$ cat config.mk
export PLATFORM = sky130hd
export DESIGN_NAME = oc_channel
export DESIGN_NICKNAME = d
export VERILOG_FILES = /design/src/rtl/oc_pkg.sv /design/src/rtl/oc_ctrl_regs.sv /design/src/rtl/oc_cmp_shadow.sv /design/src/rtl/oc_ref_gen.sv /design/src/rtl/oc_channel.sv
export SDC_FILE = /design/constraint.sdc
export NUM_CORES = 1
export LEC_CHECK = 0
export BUFFER_PORTS_ARGS = -buffer_cell sky130_fd_sc_hd__buf_4
export CAP_MARGIN = 20
export CORE_MARGIN = 4
export CORE_UTILIZATION = 48
export DETAILED_ROUTE_END_ITERATION = 8
export PLACE_DENSITY = 0.75
export SLEW_MARGIN = 25
export SYNTH_ARGS = -nofsm -noshare
export SYNTH_HDL_FRONTEND = slang
export SYNTH_SLANG_ARGS = --single-unit
export TNS_END_PERCENT = 10
$ cat constraint.sdc
create_clock -name clk_i -period 1.8 [get_ports clk_i]
set_clock_uncertainty 0.15 [all_clocks]
set_input_delay 0.18 -clock clk_i [delete_from_list [all_inputs] [get_ports clk_i]]
set_output_delay 0.18 -clock clk_i [all_outputs]
set_load 0.01 [all_outputs]
$ cat src/rtl/oc_pkg.sv
package oc_pkg;
  typedef enum logic [2:0] {
    OC_TIMING = 3'b000,
    OC_SET    = 3'b001,
    OC_CLR    = 3'b010,
    OC_TGL    = 3'b011,
    OC_LOW    = 3'b100,
    OC_HIGH   = 3'b101,
    OC_PWM_A  = 3'b110,
    OC_PWM_B  = 3'b111
  } oc_mode_e;

  localparam int unsigned IO_W = 2;
  localparam logic [IO_W-1:0] IO_OUT = '0;
endpackage

$ cat src/rtl/oc_ctrl_regs.sv
module oc_ctrl_regs
  import oc_pkg::*;
(
  input  logic            clk_i,
  input  logic            rst_ni,
  input  logic            wr_en_i,
  input  logic            ch_en_i,
  input  logic [2:0]      wr_mode_i,
  input  logic            wr_shadow_en_i,
  input  logic            wr_fast_en_i,
  input  logic [IO_W-1:0] wr_io_sel_i,
  output oc_mode_e        mode_o,
  output logic            shadow_en_o,
  output logic            fast_en_o,
  output logic [IO_W-1:0] io_sel_o
);
  always_ff @(posedge clk_i or negedge rst_ni) begin
    if (!rst_ni) begin
      mode_o      <= OC_TIMING;
      shadow_en_o <= 1'b0;
      fast_en_o   <= 1'b0;
    end else if (wr_en_i) begin
      mode_o      <= oc_mode_e'(wr_mode_i);
      shadow_en_o <= wr_shadow_en_i;
      fast_en_o   <= wr_fast_en_i;
    end
  end

  // I/O routing locked while the channel runs
  always_ff @(posedge clk_i or negedge rst_ni) begin
    if (!rst_ni)                   io_sel_o <= IO_OUT;
    else if (wr_en_i && !ch_en_i)  io_sel_o <= wr_io_sel_i;
  end

  a_r10_io_locked: assert property (@(posedge clk_i) disable iff (!rst_ni)
    ch_en_i |=> $stable(io_sel_o));
  a_r12_mode_written: assert property (@(posedge clk_i) disable iff (!rst_ni)
    wr_en_i |=> (mode_o == $past(wr_mode_i)));
endmodule

$ cat src/rtl/oc_cmp_shadow.sv
module oc_cmp_shadow #(
  parameter int unsigned CW = 16
) (
  input  logic          clk_i,
  input  logic          rst_ni,
  input  logic          wr_en_i,
  input  logic [CW-1:0] wr_cmp_i,
  input  logic          wr_shadow_en_i,
  input  logic          shadow_en_i,
  input  logic          upd_i,
  output logic [CW-1:0] cmp_o
);
  logic [CW-1:0] buf_q;

  always_ff @(posedge clk_i or negedge rst_ni) begin
    if (!rst_ni)      buf_q <= '0;
    else if (wr_en_i) buf_q <= wr_cmp_i;
  end

  // direct write beats a same-edge update; update takes the old buffer
  always_ff @(posedge clk_i or negedge rst_ni) begin
    if (!rst_ni)                          cmp_o <= '0;
    else if (wr_en_i && !wr_shadow_en_i)  cmp_o <= wr_cmp_i;
    else if (upd_i && shadow_en_i)        cmp_o <= buf_q;
  end

  a_r8_direct_load: assert property (@(posedge clk_i) disable iff (!rst_ni)
    (wr_en_i && !wr_shadow_en_i) |=> (cmp_o == $past(wr_cmp_i)));
  a_r7_update_load: assert property (@(posedge clk_i) disable iff (!rst_ni)
    (upd_i && shadow_en_i && !(wr_en_i && !wr_shadow_en_i)) |=> (cmp_o == $past(buf_q)));
  a_r7_hold_no_upd: assert property (@(posedge clk_i) disable iff (!rst_ni)
    (!upd_i && !(wr_en_i && !wr_shadow_en_i)) |=> $stable(cmp_o));
endmodule

$ cat src/rtl/oc_ref_gen.sv
module oc_ref_gen
  import oc_pkg::*;
#(
  parameter int unsigned CW = 16
) (
  input  logic            clk_i,
  input  logic            rst_ni,
  input  logic [CW-1:0]   cnt_i,
  input  logic            cnt_up_i,
  input  logic            trig_i,
  input  oc_mode_e        mode_i,
  input  logic            fast_en_i,
  input  logic [IO_W-1:0] io_sel_i,
  input  logic [CW-1:0]   cmp_i,
  output logic            ref_o
);
  logic eq, lt, gt, pwm_a_lvl, fast_hit, ref_d;

  assign eq = (cnt_i == cmp_i);
  assign lt = (cnt_i <  cmp_i);
  assign gt = (cnt_i >  cmp_i);
  assign fast_hit = fast_en_i && trig_i;

  // PWM-A level; the fast path substitutes the equality level
  always_comb begin
    if (fast_hit) pwm_a_lvl = !cnt_up_i;
    else          pwm_a_lvl = cnt_up_i ? lt : !gt;
  end

  always_comb begin
    ref_d = ref_o;
    if (io_sel_i != IO_OUT) begin
      ref_d = 1'b0;
    end else begin
      unique case (mode_i)
        OC_TIMING: ref_d = ref_o;
        OC_SET:    if (eq) ref_d = 1'b1;
        OC_CLR:    if (eq) ref_d = 1'b0;
        OC_TGL:    if (eq) ref_d = !ref_o;
        OC_LOW:    ref_d = 1'b0;
        OC_HIGH:   ref_d = 1'b1;
        OC_PWM_A:  ref_d = pwm_a_lvl;
        OC_PWM_B:  ref_d = !pwm_a_lvl;
        default:   ref_d = ref_o;
      endcase
    end
  end

  always_ff @(posedge clk_i or negedge rst_ni) begin
    if (!rst_ni) ref_o <= 1'b0;
    else         ref_o <= ref_d;
  end

  a_r11_input_low: assert property (@(posedge clk_i) disable iff (!rst_ni)
    (io_sel_i != IO_OUT) |=> !ref_o);
  a_r3_force_low: assert property (@(posedge clk_i) disable iff (!rst_ni)
    (io_sel_i == IO_OUT && mode_i == OC_LOW) |=> !ref_o);
  a_r3_force_high: assert property (@(posedge clk_i) disable iff (!rst_ni)
    (io_sel_i == IO_OUT && mode_i == OC_HIGH) |=> ref_o);
  a_r6_timing_hold: assert property (@(posedge clk_i) disable iff (!rst_ni)
    (io_sel_i == IO_OUT && mode_i == OC_TIMING) |=> $stable(ref_o));
  a_r4_pwm_up: assert property (@(posedge clk_i) disable iff (!rst_ni)
    (io_sel_i == IO_OUT && mode_i == OC_PWM_A && cnt_up_i && !trig_i)
      |=> (ref_o == $past(cnt_i < cmp_i)));
  a_r4_pwm_down: assert property (@(posedge clk_i) disable iff (!rst_ni)
    (io_sel_i == IO_OUT && mode_i == OC_PWM_A && !cnt_up_i && !trig_i)
      |=> (ref_o == $past(cnt_i <= cmp_i)));
  a_r2_no_match_hold: assert property (@(posedge clk_i) disable iff (!rst_ni)
    (io_sel_i == IO_OUT && (mode_i == OC_SET || mode_i == OC_CLR || mode_i == OC_TGL)
     && (cnt_i != cmp_i)) |=> $stable(ref_o));
endmodule

$ cat src/rtl/oc_channel.sv
module oc_channel
  import oc_pkg::*;
#(
  parameter int unsigned CW = 16
) (
  input  logic          clk_i,
  input  logic          rst_ni,
  input  logic [CW-1:0] cnt_i,
  input  logic          cnt_up_i,
  input  logic          upd_i,
  input  logic          trig_i,
  input  logic          ch_en_i,
  input  logic          wr_en_i,
  input  logic [CW-1:0] wr_cmp_i,
  input  logic [2:0]    wr_mode_i,
  input  logic          wr_shadow_en_i,
  input  logic          wr_fast_en_i,
  input  logic [1:0]    wr_io_sel_i,
  output logic          ref_o
);
  oc_mode_e        mode;
  logic            shadow_en, fast_en;
  logic [IO_W-1:0] io_sel;
  logic [CW-1:0]   cmp_act;

  oc_ctrl_regs u_ctrl (
    .clk_i, .rst_ni, .wr_en_i, .ch_en_i, .wr_mode_i, .wr_shadow_en_i,
    .wr_fast_en_i, .wr_io_sel_i,
    .mode_o(mode), .shadow_en_o(shadow_en), .fast_en_o(fast_en), .io_sel_o(io_sel)
  );

  oc_cmp_shadow #(.CW(CW)) u_cmp (
    .clk_i, .rst_ni, .wr_en_i, .wr_cmp_i, .wr_shadow_en_i,
    .shadow_en_i(shadow_en), .upd_i, .cmp_o(cmp_act)
  );

  oc_ref_gen #(.CW(CW)) u_ref (
    .clk_i, .rst_ni, .cnt_i, .cnt_up_i, .trig_i,
    .mode_i(mode), .fast_en_i(fast_en), .io_sel_i(io_sel), .cmp_i(cmp_act),
    .ref_o
  );
endmodule

==> flow_metrics.py, run 1 <==
metrics = {
    "sta": {
        "worst_pin_slew_ns": 0.508,
        "slew-limit-headroom_pct": 66.1,
        "finalWorstPathRequiredPeriod_ns": 2.06,
        "final.period_utilization_pct": 115,
        "final-max-slew-violation-count": 0,
        "rsz0062_at_grt": "true",
        "post-route-worst-setup-slack_ns": -0.263,
        "setup_viol": 1,
        "hold_viol_final": 0,
        "max_freq_mhz": 485,
    },
    "place": {
        "port_buffers": 46,
        "place_hpwl_um": 3140,
        "place_worst_setup_slack_ns": -0.196,
        "numPlacedInstances": 283,
        "routabilityCongestion": 0.801,
    },
    "setup_path": {
        "cp_slowest_stage_delay_ns": 0.39,
        "path_cells": "inv_2 -> ha_4 -> nand4_1 -> buf_4 -> a2111oi_4 -> nor4_4 -> or3_4 -> nand3_2",
        "worstPathRequired_ns": 1.88,
        "critPathTopFamily": "simple AND/OR/NAND/NOR gates",
        "cp.arrival_ns": 2.15,
        "end_kind": "flip-flop",
        "critical_path.max_fanout": 3,
        "setup.worst_path.start_class": "flip-flop",
        "worst-path-buf-inv": 2,
        "cpMaxStageDelayCell": "a2111oi_4",
        "critical_path_class": "reg2reg",
    },
    "die": {
        "floorplan.core_area_um2": 4120,
        "die_w_um": 74.3,
        "die_height_um": 74.3,
        "rows": 23,
        "io_pins": 47,
        "floorplan.initialDensity_pct": 51.3,
        "die_area_um2": 5520,
    },
    "finish": {
        "most-common-layout-cells": "buf_4 (59), dfrtp_1 (40), dlygate4sd3_1 (24), mux2_2 (23), a21oi_1 (21)",
        "ff_latch_area_um2": 1000,
        "multi_input_comb_area_um2": 1130,
        "finish.cell_count_without_fillers": 322,
        "layout.cells.most_common": "buf_4",
        "flow.area_growth_from_synthesis_pct": 44.0,
        "layout.filler_cells": 282,
        "fin_util_pct": 73.9,
        "num-nets-final": 334,
        "antenna-diode-count": 0,
        "final_layout_size_suffix_gt1_share_pct": 38.6,
    },
    "clocking": {
        "cts_inserted_buffers": 5,
        "clk_pin_slew_worst_paths_ns": 0.08,
        "clockRootBuffer": "clkbuf_8",
        "numClockSinks": 40,
        "clock_insertion_delay_worst_skew_ns": 0.30,
        "max_h_tree_level": 2,
        "cts_tree": "done",
        "max-clock-path-buffers": 2,
    },
    "yosys": {
        "mappedNetlistNets": 250,
        "netlist-cell-type-count": 26,
        "synth-seq-cells": 40,
        "synth-seq-area-share_pct": 47.4,
        "synth_area_per_cell_um2": 11.2,
        "synthesis.area_um2": 2110,
        "yosysWarningCount": 0,
        "syn-instance-count": 188,
    },
    "power": {
        "p_sw_share_pct": 30.0,
        "switching_power_summed_over_all_nets_w": 0.000716,
        "pwr_density_cell_nw_per_um2": 784,
        "worst_ir_drop_vdd_uv": 629,
        "clock_power_share_pct": 24.1,
        "seqPwrFrac_pct": 46.0,
        "comb_power_share_pct": 29.9,
        "leakagePower_nw": 1.43,
        "internal-power_w": 0.00167,
    },
    "routing": {
        "vias": 1713,
        "postRouteAntennaNets": 0,
        "remaining_drc_errors": 0,
        "post_drt_wl_per_cell_um": 15.5,
        "route.final.wire_length_um": 5000,
        "initial_drc_count": 117,
        "dr.pass1.iters": 4,
        "vias_per_cell": 5.32,
    },
    "global_route": {
        "grt_util_all_layers_pct": 19.5,
        "grt_remaining_overflow": 0,
        "grt_pass1_vias": 1838,
        "grt_first_pass_wirelength_um": 8040,
        "grt_antenna_before_repair": 0,
        "grt_start_max_net_pins": 41,
    },
    "run_status": {
        "status": "complete, but fails checks",
        "violations_in_the_final_reports": "setup timing",
    },
    "job": {
        "timing.max_cap.violations": 0,
    },
    "min_path": {
        "min_path_type": "in2reg",
    },
}
power by group through the flow:
stage               Clock, W  Sequential (W)  Combinational [W]
detailed placement         0         0.00111           0.000540
global placement           0         0.00110           0.000527
finish              0.000575         0.00110           0.000712
CTS                 0.000592         0.00109           0.000666
global route        0.000624         0.00112           0.000787
floorplan                  0         0.00109           0.000347
area by class of cell:
cell class                      instances  area share [%]
Clock inverter                          2           0.412
Multi-Input combinational cell        125            37.2
Clock buffer                            5            2.26
Sequential cell                        40            32.9
Tap cell                               50            2.06
Timing Repair Buffer                   84            23.1
Inverter                               16            1.98
state kept, by name, summed over array words and instances (netlist names):
register	flops
u_cmp.buf_q	16
u_ctrl.shadow_en_o	1
u_ctrl.fast_en_o	1
u_ref.ref_o	1
u_cmp.cmp_o	16
u_ctrl.mode_o	3
u_ctrl.io_sel_o	2
per-stage QoR:
stage	total power (W)	setup TNS [ns]	area [um2]	hold slack [ns]
final	0.00238	-0.263	3040	0.0990
after global routing	0.00253	-0.392	3040	0.105
after CTS	0.00235	-0.150	3000	0.0905
after detailed placement	0.00165	-0.196	2540	0.0404
after global placement	0.00163	-0.111	2540	0.0344
after floorplan	0.00144	-0.0555	2110	-0.266
cell families (layout without fill, tap and decap cells):
| kind of cell | count (synthesis) | after routing | share of synthesized area [%] |
|---|---|---|---|
| fa+ha+maj | 16 | 16 | 9.48 |
| simple gates | 37 | 37 | 9.12 |
| compound gates | 31 | 31 | 8.71 |
| flops | 40 | 40 | 47.4 |
| mux | 41 | 41 | 20.8 |
| buf+inv | 23 | 107 | 4.50 |
synth_stat cells, drive strengths merged:
library cell / n / area (um2)
a21oi: 22 / 110
o211ai: 1 / 7.51
dfrtp: 40 / 1000
and4b: 1 / 10.0
mux2i: 18 / 180
nand4: 5 / 37.5
ha: 16 / 200
a2111oi: 1 / 15.0
or3: 1 / 6.26
nor2b: 4 / 25.0
nand3: 4 / 20.0
nor4: 2 / 18.8
inv: 16 / 60.1
a211oi: 1 / 7.51
mux2: 23 / 259
o21ai: 1 / 5.00
nand2: 2 / 7.51
a21o: 3 / 22.5
o22ai: 1 / 6.26
a221o: 1 / 10.0
buf: 7 / 35.0
nor2: 18 / 67.6
per-layer routing:
layer  track usage (%)  vias up  wire length [um]
li1                  -      834                 -
met1              23.1      830              2060
met2              35.0       41              2610
met3              4.05        8               245
met4              7.11        0                88
met5                 0        -                 0
tightest hold or removal path, stage by stage:
cell and delay (ns):
buf_4 0.08, nor2b_1 0.05, mux2_2 0.21
final timing paths:
check / start / endpoint / slack, ns / cells after the start
worst max-delay path: u_cmp.cmp_o[7]$_DFFE_PN0P_ / u_ref.ref_o$_DFFE_PN0P_ / -0.26 / 8
min in group asynchronous: rst_ni / u_cmp.buf_q[12]$_DFFE_PN0P_ / 0.23 / 2
worst min-delay path: ch_en_i / u_ctrl.io_sel_o[1]$_DFFE_PN0P_ / 0.1 / 3
max in group asynchronous: rst_ni / u_cmp.cmp_o[2]$_DFFE_PN0P_ / 0.91 / 2
worst min register to register: u_cmp.buf_q[3]$_DFFE_PN0P_ / u_cmp.buf_q[3]$_DFFE_PN0P_ / 0.36 / 1
worst max register to register: u_cmp.cmp_o[7]$_DFFE_PN0P_ / u_ref.ref_o$_DFFE_PN0P_ / -0.26 / 8
what timing repair did:
item	in CTS	in global routing
endpoints found under the hold margin	63	0
setup buffers	5	3
resized for setup	11	5
gates cloned	0	0
pin swaps	9	7
hold buffers	24	0
setup endpoints to repair	1	1
Note: power is estimated with default switching activity, not from simulation.
==> inputs of run 2 (changes only) <==
--- a/config.mk
+++ b/config.mk
@@ -7,7 +7,7 @@
 export LEC_CHECK = 0
 export BUFFER_PORTS_ARGS = -buffer_cell sky130_fd_sc_hd__buf_4
 export CAP_MARGIN = 20
-export CORE_MARGIN = 4
+export CORE_MARGIN = 3
 export CORE_UTILIZATION = 48
 export DETAILED_ROUTE_END_ITERATION = 8
 export PLACE_DENSITY = 0.75
==> run 2 against run 1 <==
Net effect:
- the run still ends with setup timing left
- largest cell class unchanged
- setup slack improved by 0.087 ns
- final cell count fell by 2.5%
- hold slack improved by 0.0091 ns
- utilization fell by 2.9 points
- critical endpoint unchanged
- via count fell by 5.4%
- critical path depth fell by 1
- die area fell by 5.3%
- sequential power barely moved
- final area fell by 4.0%
- fmax rose by 4.4%
==> flow_metrics.py, run 2 (synthesized netlist as in run 1, its figures left out) <==
metrics = {
    "clocking": {
        "cts_inserted_buffers": 5,
        "cts_tree": "done",
        "max_h_tree_level": 2,
        "max-clock-path-buffers": 2,
        "clk_pin_slew_worst_paths_ns": 0.08,
        "numClockSinks": 40,
        "clockRootBuffer": "clkbuf_8",
        "clock_insertion_delay_worst_skew_ns": 0.29,
    },
    "sta": {
        "setup_viol": 1,
        "finalWorstPathRequiredPeriod_ns": 1.98,
        "slew-limit-headroom_pct": 67.4,
        "final-max-slew-violation-count": 0,
        "post-route-worst-setup-slack_ns": -0.176,
        "final.setup.tns_ns": -0.176,
        "rsz0062_at_grt": "true",
        "hold_viol_final": 0,
        "final.period_utilization_pct": 110,
        "max_freq_mhz": 506,
        "worst_pin_slew_ns": 0.489,
    },
    "die": {
        "die_area_um2": 5230,
        "floorplan.core_area_um2": 4120,
        "die_height_um": 72.3,
        "rows": 23,
        "floorplan.initialDensity_pct": 51.3,
        "die_w_um": 72.3,
        "io_pins": 47,
    },
    "job": {
        "timing.max_cap.violations": 0,
    },
    "setup_path": {
        "end_kind": "flip-flop",
        "critical_path.max_fanout": 2,
        "critical_path_class": "reg2reg",
        "worstPathRequired_ns": 1.88,
        "cp.arrival_ns": 2.05,
        "setup.worst_path.start_class": "flip-flop",
    },
    "place": {
        "numPlacedInstances": 282,
        "placed_cell_area_um2": 2550,
        "place_hpwl_um": 3050,
        "port_buffers": 46,
        "routabilityCongestion": 0.808,
    },
    "power": {
        "clock_power_share_pct": 24.9,
        "comb_power_share_pct": 26.9,
        "p_sw_share_pct": 28.6,
        "leakagePower_nw": 1.39,
        "pwr_density_cell_nw_per_um2": 776,
        "internal-power_w": 0.00162,
        "switching_power_summed_over_all_nets_w": 0.000649,
        "seqPwrFrac_pct": 48.2,
        "worst_ir_drop_vdd_uv": 516,
    },
    "routing": {
        "vias": 1620,
        "dr.pass1.iters": 4,
        "top_layer": "met4",
        "route.layer.met1.wl_um": 1960,
        "route.final.wire_length_um": 4230,
        "postRouteAntennaNets": 0,
        "post_drt_wl_per_cell_um": 13.5,
        "vias_per_cell": 5.16,
        "initial_drc_count": 92,
        "detailroute.wirelength.met2_um": 1990,
        "remaining_drc_errors": 0,
        "met3_wire_len_um": 204,
    },
    "run_status": {
        "violations_in_the_final_reports": "setup timing",
        "status": "complete, but fails checks",
    },
    "min_path": {
        "min_path_type": "in2reg",
    },
    "global_route": {
        "grt_pass1_vias": 1633,
        "grt_antenna_before_repair": 0,
        "grt_first_pass_wirelength_um": 7210,
        "grt_util_all_layers_pct": 18.0,
        "grt_remaining_overflow": 0,
        "grt_start_max_net_pins": 41,
    },
    "finish": {
        "final_layout_size_suffix_gt1_share_pct": 34.1,
        "finish.cell_count_without_fillers": 314,
        "num-nets-final": 326,
        "flow.area_growth_from_synthesis_pct": 38.2,
        "multi_input_comb_area_um2": 1060,
        "finish.instance_area_um2": 2920,
        "reg.largest.list": "u_cmp.buf_q (16), u_cmp.cmp_o (16), u_ctrl.mode_o (3)",
        "fin_util_pct": 70.9,
        "most-common-layout-cells": "buf_4 (50), dfrtp_1 (40), dlygate4sd3_1 (24), mux2_2 (23), a21oi_1 (22)",
        "antenna-diode-count": 0,
        "ff_latch_area_um2": 1000,
        "layout.cells.most_common": "buf_4",
        "layout.filler_cells": 309,
    },
}
-- run 2: worst paths after layout --
kind / depth (start not counted) / start / endpoint / slack [ns]
max: 7 / u_cmp.cmp_o[5]$_DFFE_PN0P_ / u_ref.ref_o$_DFFE_PN0P_ / -0.18
min: 3 / ch_en_i / u_ctrl.io_sel_o[1]$_DFFE_PN0P_ / 0.11
max reg2reg: 7 / u_cmp.cmp_o[5]$_DFFE_PN0P_ / u_ref.ref_o$_DFFE_PN0P_ / -0.18
min reg2reg: 1 / u_cmp.buf_q[4]$_DFFE_PN0P_ / u_cmp.buf_q[4]$_DFFE_PN0P_ / 0.36
max in group asynchronous: 2 / rst_ni / u_cmp.buf_q[1]$_DFFE_PN0P_ / 0.91
min in group asynchronous: 2 / rst_ni / u_cmp.buf_q[9]$_DFFE_PN0P_ / 0.25
-- run 2: layer usage --
layer | vias up | track usage (%)
met5 | - | 0
met4 | 0 | 7.52
met1 | 757 | 23.7
met2 | 38 | 28.4
met3 | 6 | 4.29
li1 | 819 | -
-- run 2: worst max-delay path: stages, from the launching register on --
cell       delay (ns)
dfrtp_1          0.38
inv_2            0.06
ha_4             0.25
nand4_1          0.19
a2111oi_2        0.42
nor4_2           0.07
or3_1            0.31
nand3_1          0.07
-- run 2: metrics by stage --
step                      total power (W)  hold WS (ns)  worst slack (ns)
final                             0.00227         0.108            -0.176
after global routing              0.00241         0.114            -0.312
after CTS                         0.00228         0.102            -0.162
after detailed placement          0.00165        0.0354            -0.202
after global placement            0.00163        0.0364            -0.110
after floorplan                   0.00144        -0.266           -0.0555
-- run 2: what timing repair did --
action / 4_1_cts / 5_1_grt
hold buffers: 24 / 0
gates resized for setup: 5 / 0
endpoints found under the hold margin: 63 / 0
pin swaps: 5 / 0
setup endpoints to repair: 1 / 1
setup buffers: 1 / 0
-- run 2: area by class of cell --
type / instances / area share (%)
multi-input cells: 125 / 36.3
flip-flops and latches: 40 / 34.3
repair buffers: 76 / 22.5
clock buffers: 5 / 2.36
well taps: 50 / 2.14
inverters: 16 / 2.06
clock inverters: 2 / 0.429
-- run 2: power groups by stage --
stage / Combinational (W) / Clock [W] / Sequential, W
detailed placement: 0.000544 / 0 / 0.00111
global placement: 0.000527 / 0 / 0.00110
global route: 0.000688 / 0.000611 / 0.00111
floorplan: 0.000347 / 0 / 0.00109
CTS: 0.000616 / 0.000577 / 0.00109
finish: 0.000610 / 0.000565 / 0.00109
==> inputs of run 3 (changes only) <==
--- a/config.mk
+++ b/config.mk
@@ -10,7 +10,8 @@
 export CORE_MARGIN = 3
 export CORE_UTILIZATION = 48
 export DETAILED_ROUTE_END_ITERATION = 8
-export PLACE_DENSITY = 0.75
+export GPL_TIMING_DRIVEN = 0
+export PLACE_DENSITY = 0.74
 export SLEW_MARGIN = 25
 export SYNTH_ARGS = -nofsm -noshare
 export SYNTH_HDL_FRONTEND = slang
==> run 3 against run 2 <==
Net effect:
- flip-flop and latch count unchanged
- hold slack lost 0.091 ns
- the run still ends with setup timing left
- sequential share of layout area shrank 0.52 points
- setup slack worse by 0.0032 ns
- combinational power rose by 7.2%
- fmax down 0.16%
- final area increased by 1.5%
- global-route usage up 1.6 points
- power grew 1.7%
- highest routed layer unchanged
- clock power fell by 1%
- critical endpoint unchanged
- first-iteration DRC count shrank 28%
==> flow_metrics.py, run 3 (synthesized netlist as in run 1, its figures left out) <==
metrics = {
    "clocking": {
        "clk_pin_slew_worst_paths_ns": 0.07,
        "cts_tree": "done",
        "cts_inserted_buffers": 5,
        "clockRootBuffer": "clkbuf_8",
        "max_h_tree_level": 2,
        "max-clock-path-buffers": 2,
        "clock_insertion_delay_worst_skew_ns": 0.29,
        "numClockSinks": 40,
    },
    "run_status": {
        "violations_in_the_final_reports": "setup timing",
        "status": "complete, but fails checks",
    },
    "die": {
        "floorplan.core_area_um2": 4120,
        "die_height_um": 72.3,
        "die_w_um": 72.3,
        "io_pins": 47,
        "die_area_um2": 5230,
        "floorplan.initialDensity_pct": 51.3,
        "rows": 23,
    },
    "routing": {
        "initial_drc_count": 66,
        "postRouteAntennaNets": 0,
        "post_drt_wl_per_cell_um": 14.6,
        "route.final.wire_length_um": 4650,
        "remaining_drc_errors": 0,
        "dr.pass1.iters": 4,
        "vias_per_cell": 5.24,
        "vias": 1665,
    },
    "sta": {
        "hold_viol_final": 0,
        "holdWs_ns": 0.0169,
        "slew-limit-headroom_pct": 58.7,
        "final.period_utilization_pct": 110,
        "worst_pin_slew_ns": 0.620,
        "finalWorstPathRequiredPeriod_ns": 1.98,
        "rsz0062_at_grt": "true",
        "final-max-slew-violation-count": 0,
        "max_freq_mhz": 505,
        "setup_viol": 1,
        "post-route-worst-setup-slack_ns": -0.179,
    },
    "global_route": {
        "use_met1_pct": 25.8,
        "grt_first_pass_wirelength_um": 7780,
        "grt_pass1_vias": 1679,
        "use_met2_pct": 31.6,
        "grt_remaining_overflow": 0,
        "groute.layer.met3.usage_pct": 4.57,
        "grt_antenna_before_repair": 0,
        "top_usage_layer": "met2",
        "grt_start_max_net_pins": 41,
        "grt_util_all_layers_pct": 19.6,
    },
    "setup_path": {
        "critical_path_class": "reg2reg",
        "setup.worst_path.start_class": "flip-flop",
        "end_kind": "flip-flop",
        "cp.arrival_ns": 2.01,
        "worstPathRequired_ns": 1.83,
        "critical_path.max_fanout": 4,
    },
    "finish": {
        "most-common-layout-cells": "buf_4 (50), dfrtp_1 (40), dlygate4sd3_1 (24), mux2_2 (23), a21oi_1 (22)",
        "antenna-diode-count": 0,
        "reg.largest.list": "u_cmp.buf_q (16), u_cmp.cmp_o (16), u_ctrl.mode_o (3)",
        "fin_util_pct": 72.0,
        "finish.instance_area_um2": 2960,
        "flow.area_growth_from_synthesis_pct": 40.3,
        "final_layout_size_suffix_gt1_share_pct": 35.8,
        "layout.filler_cells": 321,
        "num-nets-final": 330,
        "layout.cells.most_common": "buf_4",
        "finish.cell_count_without_fillers": 318,
    },
    "place": {
        "port_buffers": 46,
        "numPlacedInstances": 284,
        "routabilityCongestion": 0.851,
        "placed_cell_area_um2": 2520,
        "place_hpwl_um": 3150,
    },
    "power": {
        "pwr_density_cell_nw_per_um2": 778,
        "leakagePower_nw": 1.39,
        "worst_ir_drop_vdd_uv": 518,
    },
    "min_path": {
        "min_path_type": "in2reg",
    },
    "job": {
        "timing.max_cap.violations": 0,
    },
}
## run 3: final timing paths
path                                        startpoint                              to  slack (ns)  depth (start not counted)
max                        u_cmp.cmp_o[13]$_DFFE_PN0P_         u_ref.ref_o$_DFFE_PN0P_       -0.18                          8
min                                            wr_en_i    u_ctrl.mode_o[0]$_DFFE_PN0P_        0.02                          2
max reg2reg                u_cmp.cmp_o[13]$_DFFE_PN0P_         u_ref.ref_o$_DFFE_PN0P_       -0.18                          8
min reg2reg                 u_cmp.buf_q[6]$_DFFE_PN0P_      u_cmp.buf_q[6]$_DFFE_PN0P_        0.35                          1
max in group asynchronous                       rst_ni      u_cmp.buf_q[3]$_DFFE_PN0P_        0.89                          2
min in group asynchronous                       rst_ni  u_ctrl.io_sel_o[1]$_DFFE_PN0P_        0.25                          2
## run 3: timing repair
action | in CTS | in global routing
hold buffers | 24 | 0
endpoints found under the hold margin | 63 | 0
setup buffers | 3 | 0
setup endpoints to repair | 1 | 1
pin swaps | 8 | 1
gates resized for setup | 12 | 1
## run 3: per-layer routing
layer | vias to the layer above | routed length (um)
met5 | - | 0
met4 | 0 | 74
met3 | 7 | 201
met2 | 34 | 2310
met1 | 800 | 2060
li1 | 824 | -
## run 3: worst max-delay path, cell delays in order, from the launching register on
cell and delay [ns]:
dfrtp_1 0.36, inv_1 0.05, ha_1 0.33, nand4_4 0.16, nor4_4 0.37, mux2i_1 0.22, o22ai_1 0.10, nand2_1 0.07
nand3_1 0.06
## run 3: metrics by stage
stage	total power (W)	TNS, ns	setup slack (ns)
2_1_floorplan	0.00144	-0.0555	-0.0555
3_3_place_gp	0.00161	-0.175	-0.175
3_5_place_dp	0.00163	-0.175	-0.175
4_1_cts	0.00231	-0.158	-0.158
5_1_grt	0.00245	-0.300	-0.300
6_report	0.00230	-0.179	-0.179
## run 3: report_power, final
part / total [W] / switching, W / internal (W) / leakage, nW
clock network: 0.000559 / 0.000295 / 0.000263 / 0.0410
registers: 0.00109 / 0.0000705 / 0.00102 / 0.461
logic: 0.000654 / 0.000305 / 0.000349 / 0.885
total: 0.00230 / 0.000671 / 0.00163 / 1.39
## run 3: final cells by class
type | instances | area, um2 | area share (%)
multi-input cells | 125 | 1120 | 37.8
flip-flops and latches | 40 | 1000 | 33.8
repair buffers | 73 | 608 | 20.5
clock buffers | 6 | 72.6 | 2.45
well taps | 50 | 62.6 | 2.11
inverters | 16 | 60.1 | 2.03
plain buffers | 7 | 35.0 | 1.18
clock inverters | 1 | 5.00 | 0.169
